File: config.mk
export PLATFORM = sky130hd
export DESIGN_NAME = rail_fault_supervisor
export DESIGN_NICKNAME = d
export VERILOG_FILES = /design/src/rtl/rfs_pkg.sv /design/src/rtl/rfs_sync.sv /design/src/rtl/rfs_strike_ctr.sv /design/src/rtl/rfs_fsm.sv /design/src/rtl/rail_fault_supervisor.sv
export SDC_FILE = /design/constraint.sdc
export NUM_CORES = 1
export LEC_CHECK = 0
export ABC_AREA = 1
export BUFFER_PORTS_ARGS = -buffer_cell sky130_fd_sc_hd__buf_4
export CORE_MARGIN = 2
export CORE_UTILIZATION = 35
export CTS_CLUSTER_DIAMETER = 30
export DETAILED_ROUTE_END_ITERATION = 8
export GPL_ROUTABILITY_DRIVEN = 0
export PLACE_DENSITY = 0.64
export REMOVE_ABC_BUFFERS = 1
export SLEW_MARGIN = 10
export SYNTH_ARGS = -nofsm -noshare
export SYNTH_HDL_FRONTEND = slang
export SYNTH_SLANG_ARGS = --single-unit
File: constraint.sdc
create_clock -name clk_i -period 1.5 [get_ports clk_i]
set_input_delay 0.3 -clock clk_i [delete_from_list [all_inputs] [get_ports clk_i]]
set_output_delay 0.3 -clock clk_i [all_outputs]
set_load 0.1 [all_outputs]
File: src/rtl/rfs_pkg.sv
package rfs_pkg;
  typedef enum logic [2:0] {
    ST_START = 3'd0,
    ST_RUN   = 3'd1,
    ST_DIS   = 3'd2,
    ST_RAMP  = 3'd3,
    ST_LOCK  = 3'd4
  } rfs_state_e;

  // flag vector bit positions
  localparam int unsigned F_OV1  = 0;
  localparam int unsigned F_OC1  = 1;
  localparam int unsigned F_UV2  = 2;
  localparam int unsigned F_UV3  = 3;
  localparam int unsigned F_UV4  = 4;
  localparam int unsigned F_UP13 = 5;
  localparam int unsigned F_UP24 = 6;
  localparam int unsigned F_LOW  = 7;
  localparam int unsigned NFLAGS = 8;
endpackage

File: src/rtl/rfs_sync.sv
module rfs_sync #(
  parameter int unsigned W      = 8,
  parameter int unsigned STAGES = 2
) (
  input  logic         clk_i,
  input  logic         rst_ni,
  input  logic [W-1:0] d_i,
  output logic [W-1:0] q_o
);
  logic [W-1:0] stg [STAGES];

  always_ff @(posedge clk_i or negedge rst_ni) begin
    if (!rst_ni) stg[0] <= '0;
    else         stg[0] <= d_i;
  end

  for (genvar s = 1; s < STAGES; s++) begin : g_stage
    always_ff @(posedge clk_i or negedge rst_ni) begin
      if (!rst_ni) stg[s] <= '0;
      else         stg[s] <= stg[s-1];
    end
  end

  assign q_o = stg[STAGES-1];
endmodule

File: src/rtl/rfs_strike_ctr.sv
module rfs_strike_ctr #(
  parameter int unsigned MAX_STRIKES = 3,
  localparam int unsigned CW = $clog2(MAX_STRIKES + 1)
) (
  input  logic          clk_i,
  input  logic          rst_ni,
  input  logic          inc_i,
  input  logic          clr_i,
  output logic [CW-1:0] count_o,
  output logic          lockout_o
);
  localparam logic [CW-1:0] LIMIT = CW'(MAX_STRIKES);

  logic [CW-1:0] cnt_q;

  // lockout flags the strike that will reach the limit
  assign lockout_o = inc_i && (cnt_q == LIMIT - CW'(1));
  assign count_o   = cnt_q;

  always_ff @(posedge clk_i or negedge rst_ni) begin
    if (!rst_ni)                     cnt_q <= '0;
    else if (clr_i)                  cnt_q <= '0;
    else if (inc_i && cnt_q != LIMIT) cnt_q <= cnt_q + CW'(1);
  end
endmodule

File: src/rtl/rfs_fsm.sv
module rfs_fsm
  import rfs_pkg::*;
(
  input  logic              clk_i,
  input  logic              rst_ni,
  input  logic [NFLAGS-1:0] flags_i,
  input  logic              oc_lock_i,
  input  logic              uv_lock_i,
  output logic              oc_inc_o,
  output logic              uv_inc_o,
  output logic              clr_o,
  output rfs_state_e        state_o
);
  rfs_state_e st_q, st_d;
  logic active, hard, oc_ev, uv_ev, any_fault, success;

  // faults are acted on only outside discharge and lock-off
  assign active    = (st_q == ST_START) || (st_q == ST_RUN) || (st_q == ST_RAMP);
  assign any_fault = |flags_i[F_UV4:F_OV1];
  assign hard      = active && (flags_i[F_OV1] || (flags_i[F_UV4] && flags_i[F_UP24]));
  assign oc_ev     = active && !hard && flags_i[F_OC1];
  assign uv_ev     = active && !hard && flags_i[F_UP13] && (flags_i[F_UV2] || flags_i[F_UV3]);
  assign success   = ((st_q == ST_START) || (st_q == ST_RAMP)) &&
                     flags_i[F_UP13] && flags_i[F_UP24] && !any_fault;

  assign oc_inc_o = oc_ev;
  assign uv_inc_o = uv_ev;
  assign clr_o    = success;

  always_comb begin
    st_d = st_q;
    unique case (st_q)
      ST_START, ST_RUN, ST_RAMP: begin
        if (hard || (oc_ev && oc_lock_i) || (uv_ev && uv_lock_i)) st_d = ST_LOCK;
        else if (oc_ev || uv_ev)                                   st_d = ST_DIS;
        else if (success)                                          st_d = ST_RUN;
      end
      ST_DIS:  if (flags_i[F_LOW]) st_d = ST_RAMP;
      ST_LOCK: st_d = ST_LOCK;
      default: st_d = ST_LOCK;
    endcase
  end

  always_ff @(posedge clk_i or negedge rst_ni) begin
    if (!rst_ni) st_q <= ST_START;
    else         st_q <= st_d;
  end

  assign state_o = st_q;
endmodule

File: src/rtl/rail_fault_supervisor.sv
module rail_fault_supervisor
  import rfs_pkg::*;
#(
  parameter int unsigned MAX_STRIKES = 3,
  parameter int unsigned SYNC_STAGES = 2,
  localparam int unsigned CW = $clog2(MAX_STRIKES + 1)
) (
  input  logic          clk_i,
  input  logic          rst_ni,
  input  logic          ov1_i,
  input  logic          oc1_i,
  input  logic          uv2_i,
  input  logic          uv3_i,
  input  logic          uv4_i,
  input  logic          ss13_up_i,
  input  logic          ss24_up_i,
  input  logic          ss24_low_i,
  output logic          inhibit_o,
  output logic          ss_discharge_o,
  output logic          latched_o,
  output logic [2:0]    state_o,
  output logic [CW-1:0] oc_count_o,
  output logic [CW-1:0] uv_count_o
);
  logic [NFLAGS-1:0] raw, flags;
  logic oc_inc, uv_inc, clr, oc_lock, uv_lock;
  rfs_state_e st;

  always_comb begin
    raw         = '0;
    raw[F_OV1]  = ov1_i;
    raw[F_OC1]  = oc1_i;
    raw[F_UV2]  = uv2_i;
    raw[F_UV3]  = uv3_i;
    raw[F_UV4]  = uv4_i;
    raw[F_UP13] = ss13_up_i;
    raw[F_UP24] = ss24_up_i;
    raw[F_LOW]  = ss24_low_i;
  end

  rfs_sync #(.W(NFLAGS), .STAGES(SYNC_STAGES)) u_sync (
    .clk_i, .rst_ni, .d_i(raw), .q_o(flags)
  );

  rfs_strike_ctr #(.MAX_STRIKES(MAX_STRIKES)) u_oc_ctr (
    .clk_i, .rst_ni, .inc_i(oc_inc), .clr_i(clr),
    .count_o(oc_count_o), .lockout_o(oc_lock)
  );

  rfs_strike_ctr #(.MAX_STRIKES(MAX_STRIKES)) u_uv_ctr (
    .clk_i, .rst_ni, .inc_i(uv_inc), .clr_i(clr),
    .count_o(uv_count_o), .lockout_o(uv_lock)
  );

  rfs_fsm u_fsm (
    .clk_i, .rst_ni, .flags_i(flags),
    .oc_lock_i(oc_lock), .uv_lock_i(uv_lock),
    .oc_inc_o(oc_inc), .uv_inc_o(uv_inc), .clr_o(clr),
    .state_o(st)
  );

  assign state_o        = st;
  assign inhibit_o      = (st == ST_DIS) || (st == ST_LOCK);
  assign ss_discharge_o = (st == ST_DIS);
  assign latched_o      = (st == ST_LOCK);
endmodule

==> impl_metrics.env, run 1 <==
export IMPL_hold_class="in -> reg"
export IMPL_cts_made_buffers=3
export IMPL_worstMarginPinSlew_ns=0.3092
export IMPL_first_pass_iters=4
export IMPL_grt_usage_pct=12.38
export IMPL_tns_ns=-0.3686
export IMPL_antenna_found_initial=0
export IMPL_critPathArrivalTime_ns=1.34
export IMPL_synth_top_cell_by_area="dfrtp_1"
export IMPL_initial_utilization_pct=36.34
export IMPL_wirelength_met1_um=704
export IMPL_p_leak_nw=0.6861
export IMPL_fin_crit_ns=1.642
export IMPL_timing_final_ws_setup_ns=-0.1417
export IMPL_path_class="reg -> out"
export IMPL_die_x_um=57.28
export IMPL_avgSynthCellArea_um2=10.24
export IMPL_wl_per_cell_um=10.79
export IMPL_routed_top_layer="met4"
export IMPL_dr_wl_met3_um=74
export IMPL_port_buffers=19
export IMPL_die_area_um2=3280
export IMPL_cts_root_buffer_cell="clkbuf_4"
export IMPL_grt_pass1_wl_um=3091
export IMPL_ys_warn_count=0
export IMPL_syn_inst=97
export IMPL_failed_checks="setup timing"
export IMPL_slew_limit_headroom_pct=79.36
export IMPL_via_per_inst=4.503
export IMPL_num_vias=725
export IMPL_power_density_nw_per_um2=1577
export IMPL_overflow=0
export IMPL_antenna_left=0
export IMPL_clkSinkCount=23
export IMPL_coreArea_um2=2734
export IMPL_cts_tree="done"
export IMPL_status="finished with violations"
export IMPL_ys_ff_latch=23
export IMPL_drt_iter0_drc=26
export IMPL_fmax_ghz=0.6091
export IMPL_fin_util_pct=49.66
export IMPL_ioPinCount=20
export IMPL_num_rows=19
export IMPL_synth_top_area_share_pct=57.93
export IMPL_cp_end_kind="primary output"
export IMPL_maxCapViolations=0
export IMPL_place_hpwl_um=1248
export IMPL_clk_pin_slew_ns=0.12
export IMPL_fillers=241
export IMPL_synthTopCellsByArea="dfrtp_1 (58%), nand2_1 (6.0%), ha_1 (5.0%)"
export IMPL_cts_buffer_depth=2
export IMPL_drt_wl_total_um=1737
export IMPL_finalHoldViolations=0
export IMPL_grt_setup_unrepaired="true"
export IMPL_layout_nets=145
export IMPL_worstPathRequired_ns=1.20
export IMPL_wl_met2_um=935
export IMPL_die_h_um=57.28
export IMPL_grt_pass1_vias=768
export IMPL_vdd_drop_max_mv=1.428
export IMPL_synth_area_um2=993.5
export IMPL_drc=0
export IMPL_slew_viol_final=0
export IMPL_grt_max_degree=24
export IMPL_clk_latency_ns=0.31
export IMPL_h_tree_depth=1
export IMPL_ys_seq_area_share_pct=57.93
export IMPL_diodes=0
export IMPL_cp_max_fo=3
export IMPL_drive_gt1_share_pct=40.77
export IMPL_multi_input_area_um2=387.9
export IMPL_fin_crit_sh_pct=109.4
export IMPL_syn_to_final_growth_pct=36.65
export IMPL_synth_cell_types=22
export IMPL_regArea_um2=576.8
export IMPL_critPathLaunchType="flip-flop"
export IMPL_setup_violations_final=5
export IMPL_skew_ns=0.007122
==> power by group <==
group / internal, mW / total (mW) / leakage (nW) / switching (mW)
clock network: 0.102 / 0.285 / 0.0139 / 0.183
logic: 0.279 / 1.07 / 0.400 / 0.788
registers: 0.705 / 0.789 / 0.272 / 0.0845
total: 1.09 / 2.14 / 0.686 / 1.06
==> cell families after synthesis <==
group	Yosys count	synth area share [%]
AND/OR/NAND/NOR	46	25.94
flip-flops	23	57.93
buffers and inverters	15	5.668
AO/OA/AOI/OAI	9	5.414
adder cells (fa/ha/maj)	4	5.038
==> per-layer routing <==
layer / vias up / global-route usage (%)
met5: - / 0
met4: 0 / 2.990
met3: 4 / 4.762
met2: 17 / 20.85
met1: 332 / 15.04
li1: 372 / -
==> stage by stage <==
step / worst slack (ns) / hold slack (ns) / area [um2] / std cells / power, mW
final: -0.1417 / 0.08797 / 1358 / 161 / 2.141
after global routing: -0.2218 / 0.05453 / 1358 / 161 / 2.269
after CTS: -0.1331 / 0.07467 / 1301 / 158 / 2.140
after detailed placement: 0.04334 / 0.2042 / 1175 / 147 / 1.784
after global placement: 0.1025 / 0.2044 / 1175 / 147 / 1.761
after floorplan: -2.227 / 0.004409 / 993.5 / 97 / 1.565
==> synth_stat cells (all sizes together) <==
cell type   n
dfrtp      23
nand2      22
inv        15
nand3      10
nor2       10
o21ai       7
ha          4
a21oi       1
nand3b      1
nand4       1
nor4        1
o211a       1
or2         1
==> cell type report <==
class / count / share of cell area, %
clock buffer: 3 / 1.659
clock inverter: 1 / 0.5530
inverter: 15 / 4.147
multi-input combinational: 59 / 28.57
sequential: 23 / 42.49
tap: 31 / 2.857
timing repair buffer: 29 / 19.72
==> repair_timing <==
item / CTS / global route
pin swaps: 1 / 2
resized for setup: 13 / 9
hold endpoints to repair: 23 / 0
setup buffers: 6 / 3
hold buffers: 1 / 0
endpoints found under the setup margin: 3 / 8
==> layout by cell type (no fill, tap or decap), drive strengths merged, types with 3 or more instances in the layout <==
cell,netlist,final
buf,0,28
dfrtp,23,23
nand2,22,22
inv,15,15
nand3,10,10
nor2,10,10
o21ai,7,7
ha,4,4
clkbuf,0,3
==> worst paths after layout <==
check	cells after the start	to	start	slack [ns]
max	4	latched_o	u_fsm.state_o[0]$_DFFE_PN0P_	-0.14
min	1	u_sync.stg[11]$_DFF_PN0_	uv3_i	0.09
max reg2reg	12	u_fsm.state_o[0]$_DFFE_PN0P_	u_fsm.state_o[0]$_DFFE_PN0P_	-0.02
min reg2reg	0	u_sync.q_o[2]$_DFF_PN0_	u_sync.stg[10]$_DFF_PN0_	0.35
max in group asynchronous	2	u_fsm.state_o[2]$_DFFE_PN0P_	rst_ni	0.88
min in group asynchronous	2	u_oc_ctr.count_o[0]$_DFFE_PN0P_	rst_ni	0.39
==> registers in the layout, indices dropped and copies added, names as in the netlist <==
signal and flops:
u_sync.q_o 8, u_sync.stg 8, u_fsm.state_o 3, u_oc_ctr.count_o 2
u_uv_ctr.count_o 2
==> critical path: stages, from the launching register on <==
cell and delay (ns):
dfrtp_1 0.44, nor2_2 0.16, inv_2 0.08, nor2_2 0.13, buf_8 0.21
No activity file was read; power rests on OpenSTA's default activity.
==> run 2: changes to the inputs <==
CTS_CLUSTER_DIAMETER = 60   (was 30)
PLACE_DENSITY = 0.59   (was 0.64)
==> impl_metrics.env, run 2 (synthesis results as in run 1) <==
export IMPL_status="finished with violations"
export IMPL_failed_checks="setup timing"
export IMPL_drc=0
export IMPL_power_total_mw=2.158
export IMPL_setup_violations_final=4
export IMPL_first_pass_iters=4
export IMPL_place_hpwl_um=1207
export IMPL_critPathLaunchType="flip-flop"
export IMPL_drt_wl_total_um=1621
export IMPL_final_common_cell="buf_4"
export IMPL_worstMarginPinSlew_ns=0.2733
export IMPL_cp_end_kind="primary output"
export IMPL_skew_ns=0.006837
export IMPL_grt_pass1_wl_um=2794
export IMPL_hold_depth=1
export IMPL_r2r_start="u_fsm.state_o[2]$_DFFE_PN0P_"
export IMPL_fin_crit_ns=1.620
export IMPL_num_vias=742
export IMPL_cts_buffer_depth=2
export IMPL_fin_crit_sh_pct=108.0
export IMPL_h_tree_depth=1
export IMPL_r2r_setup_slack_ns=-0.01
export IMPL_fin_area_um2=1390
export IMPL_cp_max_fo=5
export IMPL_slew_viol_final=0
export IMPL_fin_util_pct=50.85
export IMPL_via_per_inst=4.552
export IMPL_antenna_left=0
export IMPL_path_class="reg -> out"
export IMPL_overflow=0
export IMPL_clk_pin_slew_ns=0.12
export IMPL_final_cell_mix="buf_4 (26), dfrtp_1 (22), nand2_1 (15), inv_1 (10), nand3_1 (9)"
export IMPL_holdCritStartpoint="uv2_i"
export IMPL_fmax_ghz=0.6173
export IMPL_grt_max_degree=24
export IMPL_port_buffers=19
export IMPL_maxCapViolations=0
export IMPL_syn_to_final_growth_pct=39.92
export IMPL_critPathArrivalTime_ns=1.32
export IMPL_num_rows=19
export IMPL_slew_limit_headroom_pct=81.61
export IMPL_die_h_um=57.28
export IMPL_cts_root_buffer_cell="clkbuf_4"
export IMPL_finalHoldViolations=0
export IMPL_clk_latency_ns=0.30
export IMPL_min_delay_worst_endpoint="u_sync.stg[10]$_DFF_PN0_"
export IMPL_grt_usage_pct=11.04
export IMPL_diodes=0
export IMPL_worstPathRequired_ns=1.20
export IMPL_grt_setup_unrepaired="true"
export IMPL_cts_tree="done"
export IMPL_antenna_found_initial=0
export IMPL_place_area_um2=1190
export IMPL_initial_utilization_pct=36.34
export IMPL_wl_per_cell_um=9.945
export IMPL_vdd_drop_max_mv=1.421
export IMPL_power_density_nw_per_um2=1553
export IMPL_clkSinkCount=23
export IMPL_die_area_um2=3280
export IMPL_p_leak_nw=0.6973
export IMPL_hold_class="in -> reg"
export IMPL_coreArea_um2=2734
export IMPL_timing_final_ws_setup_ns=-0.1199
export IMPL_worstRegToRegCells=10
export IMPL_cts_made_buffers=3
export IMPL_ioPinCount=20
export IMPL_drive_gt1_share_pct=43.94
export IMPL_layout_nets=147
export IMPL_grt_pass1_vias=702
export IMPL_die_x_um=57.28
export IMPL_r2r_end="u_fsm.state_o[1]$_DFFE_PN0P_"
export IMPL_drt_iter0_drc=11
## run 2: worst max path at each step
| stage | cells after the start | start | slack [ns] | endpoint |
|---|---|---|---|---|
| 2_1_floorplan | 2 | u_fsm.state_o[2]$_DFFE_PN0P_ | -2.23 | inhibit_o |
| 3_3_place_gp | 6 | u_fsm.state_o[0]$_DFFE_PN0P_ | 0.12 | inhibit_o |
| 3_5_place_dp | 4 | u_fsm.state_o[1]$_DFFE_PN0P_ | 0.08 | inhibit_o |
| 4_1_cts | 4 | u_fsm.state_o[0]$_DFFE_PN0P_ | -0.12 | inhibit_o |
| 5_1_grt | 6 | u_fsm.state_o[0]$_DFFE_PN0P_ | -0.23 | inhibit_o |
| 6_report | 3 | u_fsm.state_o[2]$_DFFE_PN0P_ | -0.12 | latched_o |
## run 2: area by class of cell
type                            count  area [um2]
Fill cell                         261        1344
Sequential cell                    23       576.8
Multi-Input combinational cell     59       410.4
Timing Repair Buffer               31       276.5
Inverter                           15       60.06
Tap cell                           31       38.79
Clock buffer                        3       22.52
Clock inverter                      1       5.005
## run 2: what timing repair did
item                                   4_1_cts  5_1_grt
pin swaps                                    2        6
setup endpoints to repair                    3        6
setup buffers                                5        4
endpoints found under the hold margin       23        0
hold buffers                                 1        0
resized for setup                           15       15
## run 2: worst max-delay path, stage by stage (launching register included)
cell and delay (ns):
dfrtp_2 0.46, clkinvlp_4 0.19, nor2_2 0.18, buf_12 0.19
## run 2: stage by stage
stage / hold slack [ns] / setup TNS, ns / instances / worst slack [ns]
2_1_floorplan: 0.004409 / -8.369 / 97 / -2.227
3_5_place_dp: 0.2047 / 0 / 149 / 0.08494
3_3_place_gp: 0.2051 / 0 / 149 / 0.1213
5_1_grt: 0.06463 / -1.002 / 163 / -0.2313
4_1_cts: 0.08553 / -0.2144 / 159 / -0.1225
6_report: 0.09812 / -0.2800 / 163 / -0.1199
## run 2: where the power goes
part           internal, mW  switching (mW)  leakage [nW]
Clock                0.0991           0.166        0.0177
Combinational         0.308           0.795         0.407
Sequential            0.705          0.0858         0.272
Total                  1.11            1.05         0.697
## run 2: routing by layer
layer | up-vias | global-route usage, % | part of all wire [%]
met5 | - | 0 | 0
met4 | 0 | 5.648 | 2.0
met3 | 4 | 2.721 | 3.9
met2 | 20 | 19.05 | 53
met1 | 341 | 12.67 | 41
li1 | 377 | - | -
==> run 3: changes to the inputs <==
BUFFER_PORTS_ARGS = unset   (was -buffer_cell sky130_fd_sc_hd__buf_4)
DONT_BUFFER_PORTS = 1   (was unset)
PLACE_DENSITY = 0.53   (was 0.59)
==> impl_metrics.env, run 3 (synthesis results as in run 1) <==
export IMPL_grt_max_degree=24
export IMPL_grt_usage_pct=11.94
export IMPL_port_buffers=0
export IMPL_vdd_drop_max_mv=1.319
export IMPL_critPathArrivalTime_ns=1.32
export IMPL_fin_cells=164
export IMPL_setup_violations_final=3
export IMPL_cts_buffer_depth=2
export IMPL_ioPinCount=20
export IMPL_finalHoldViolations=0
export IMPL_failed_checks="setup timing"
export IMPL_drt_wl_total_um=1677
export IMPL_die_h_um=57.28
export IMPL_tns_ns=-0.3088
export IMPL_path_class="reg -> out"
export IMPL_layout_nets=148
export IMPL_drt_iter0_drc=8
export IMPL_die_x_um=57.28
export IMPL_antenna_left=0
export IMPL_diodes=0
export IMPL_worstPathRequired_ns=1.20
export IMPL_p_leak_nw=0.7061
export IMPL_grt_pass1_wl_um=3022
export IMPL_grt_pass1_vias=759
export IMPL_overflow=0
export IMPL_h_tree_depth=1
export IMPL_clk_latency_ns=0.30
export IMPL_fin_crit_sh_pct=108.2
export IMPL_status="finished with violations"
export IMPL_num_rows=19
export IMPL_drive_gt1_share_pct=36.84
export IMPL_cts_made_buffers=3
export IMPL_syn_to_final_growth_pct=42.44
export IMPL_clkSinkCount=23
export IMPL_maxCapViolations=0
export IMPL_num_vias=751
export IMPL_worstMarginPinSlew_ns=0.9704
export IMPL_cp_end_kind="primary output"
export IMPL_antenna_found_initial=0
export IMPL_timing_final_ws_setup_ns=-0.1232
export IMPL_place_hpwl_um=1186
export IMPL_critPathLaunchType="flip-flop"
export IMPL_final_cell_mix="dfrtp_1 (23), buf_4 (18), nand2_1 (15), inv_1 (11), dlygate4sd3_1 (9)"
export IMPL_cts_root_buffer_cell="clkbuf_4"
export IMPL_slew_viol_final=0
export IMPL_cts_tree="done"
export IMPL_slew_limit_headroom_pct=35.09
export IMPL_final_common_cell="dfrtp_1"
export IMPL_cp_max_fo=3
export IMPL_power_density_nw_per_um2=1536
export IMPL_drc=0
export IMPL_clk_pin_slew_ns=0.12
export IMPL_via_per_inst=4.579
export IMPL_grt_setup_unrepaired="true"
export IMPL_wl_per_cell_um=10.23
export IMPL_fmax_ghz=0.6161
export IMPL_die_area_um2=3280
export IMPL_first_pass_iters=4
export IMPL_coreArea_um2=2734
export IMPL_skew_ns=0.004394
export IMPL_initial_utilization_pct=36.34
export IMPL_fin_crit_ns=1.623
export IMPL_dpl_cell_count=139
export IMPL_hold_class="reg -> reg"
==> run 3: changes by cell type in the layout (fill, tap and decap cells not counted), sizes merged <==
cell	delta
buf	-7
clkinvlp	-1
dlygate4sd3	+8
inv	+1
==> run 3: path summary, 6_finish.rpt <==
check,from,to,slack (ns),depth (start not counted)
hold / removal,u_sync.stg[8]$_DFF_PN0_,u_sync.q_o[0]$_DFF_PN0_,0.36,0
setup / recovery,u_fsm.state_o[1]$_DFFE_PN0P_,inhibit_o,-0.12,6
max in group asynchronous,rst_ni,u_fsm.state_o[0]$_DFFE_PN0P_,0.33,1
min in group asynchronous,rst_ni,u_sync.q_o[1]$_DFF_PN0_,0.59,1
setup reg to reg,u_fsm.state_o[1]$_DFFE_PN0P_,u_fsm.state_o[1]$_DFFE_PN0P_,0.03,12
hold reg to reg,u_sync.stg[8]$_DFF_PN0_,u_sync.q_o[0]$_DFF_PN0_,0.36,0
==> run 3: worst max-delay path: stages, from the launching register on <==
cell	delay (ns)
dfrtp_1	0.43
buf_6	0.12
nand2_4	0.05
nor2_4	0.11
inv_2	0.05
o21ai_2	0.07
buf_12	0.19
==> run 3: power breakdown <==
group	switching, mW	total, mW	internal (mW)
registers	0.0785	0.782	0.704
clock network	0.177	0.276	0.0993
logic	0.799	1.12	0.317
total	1.05	2.17	1.12
==> run 3: through the flow <==
stage          utilization, %  setup WS (ns)  total power, mW  hold WS [ns]  area (um2)
3_3_place_gp            41.92         0.1502            1.799      0.004958        1146
2_1_floorplan               -         -2.227            1.565      0.004409       993.5
3_5_place_dp            41.92         0.1295            1.808      0.004977        1146
5_1_grt                 51.76        -0.1963            2.301        0.3772        1415
4_1_cts                 48.33        -0.1407            2.151        0.3638        1321
6_report                51.76        -0.1232            2.174        0.3616        1415
==> run 3: repair_timing <==
item                                   CTS  global route
buffers inserted                         7             5
endpoints found under the hold margin   31             0
resized for setup                        1            15
setup endpoints to repair                3             7
hold buffers                             9             0
pin swaps                                1             5
==> run 3: layer usage <==
| layer | vias to the layer above | GRT usage (%) | part of all wire (%) | wire [um] |
|---|---|---|---|---|
| li1 | 377 | - | - | - |
| met1 | 355 | 13.40 | 41 | 692 |
| met2 | 17 | 22.00 | 54 | 906 |
| met3 | 2 | 1.587 | 3.7 | 62 |
| met4 | 0 | 5.980 | 0.95 | 16 |
| met5 | - | 0 | 0 | 0 |
==> run 3: layout make-up <==
class / instances / area, um2
Clock buffer: 3 / 22.52
Fill cell: 247 / 1319
Timing Repair Buffer: 32 / 316.6
Multi-Input combinational cell: 59 / 400.4
Sequential cell: 23 / 575.6
Inverter: 15 / 56.30
Clock inverter: 1 / 5.005
Tap cell: 31 / 38.79
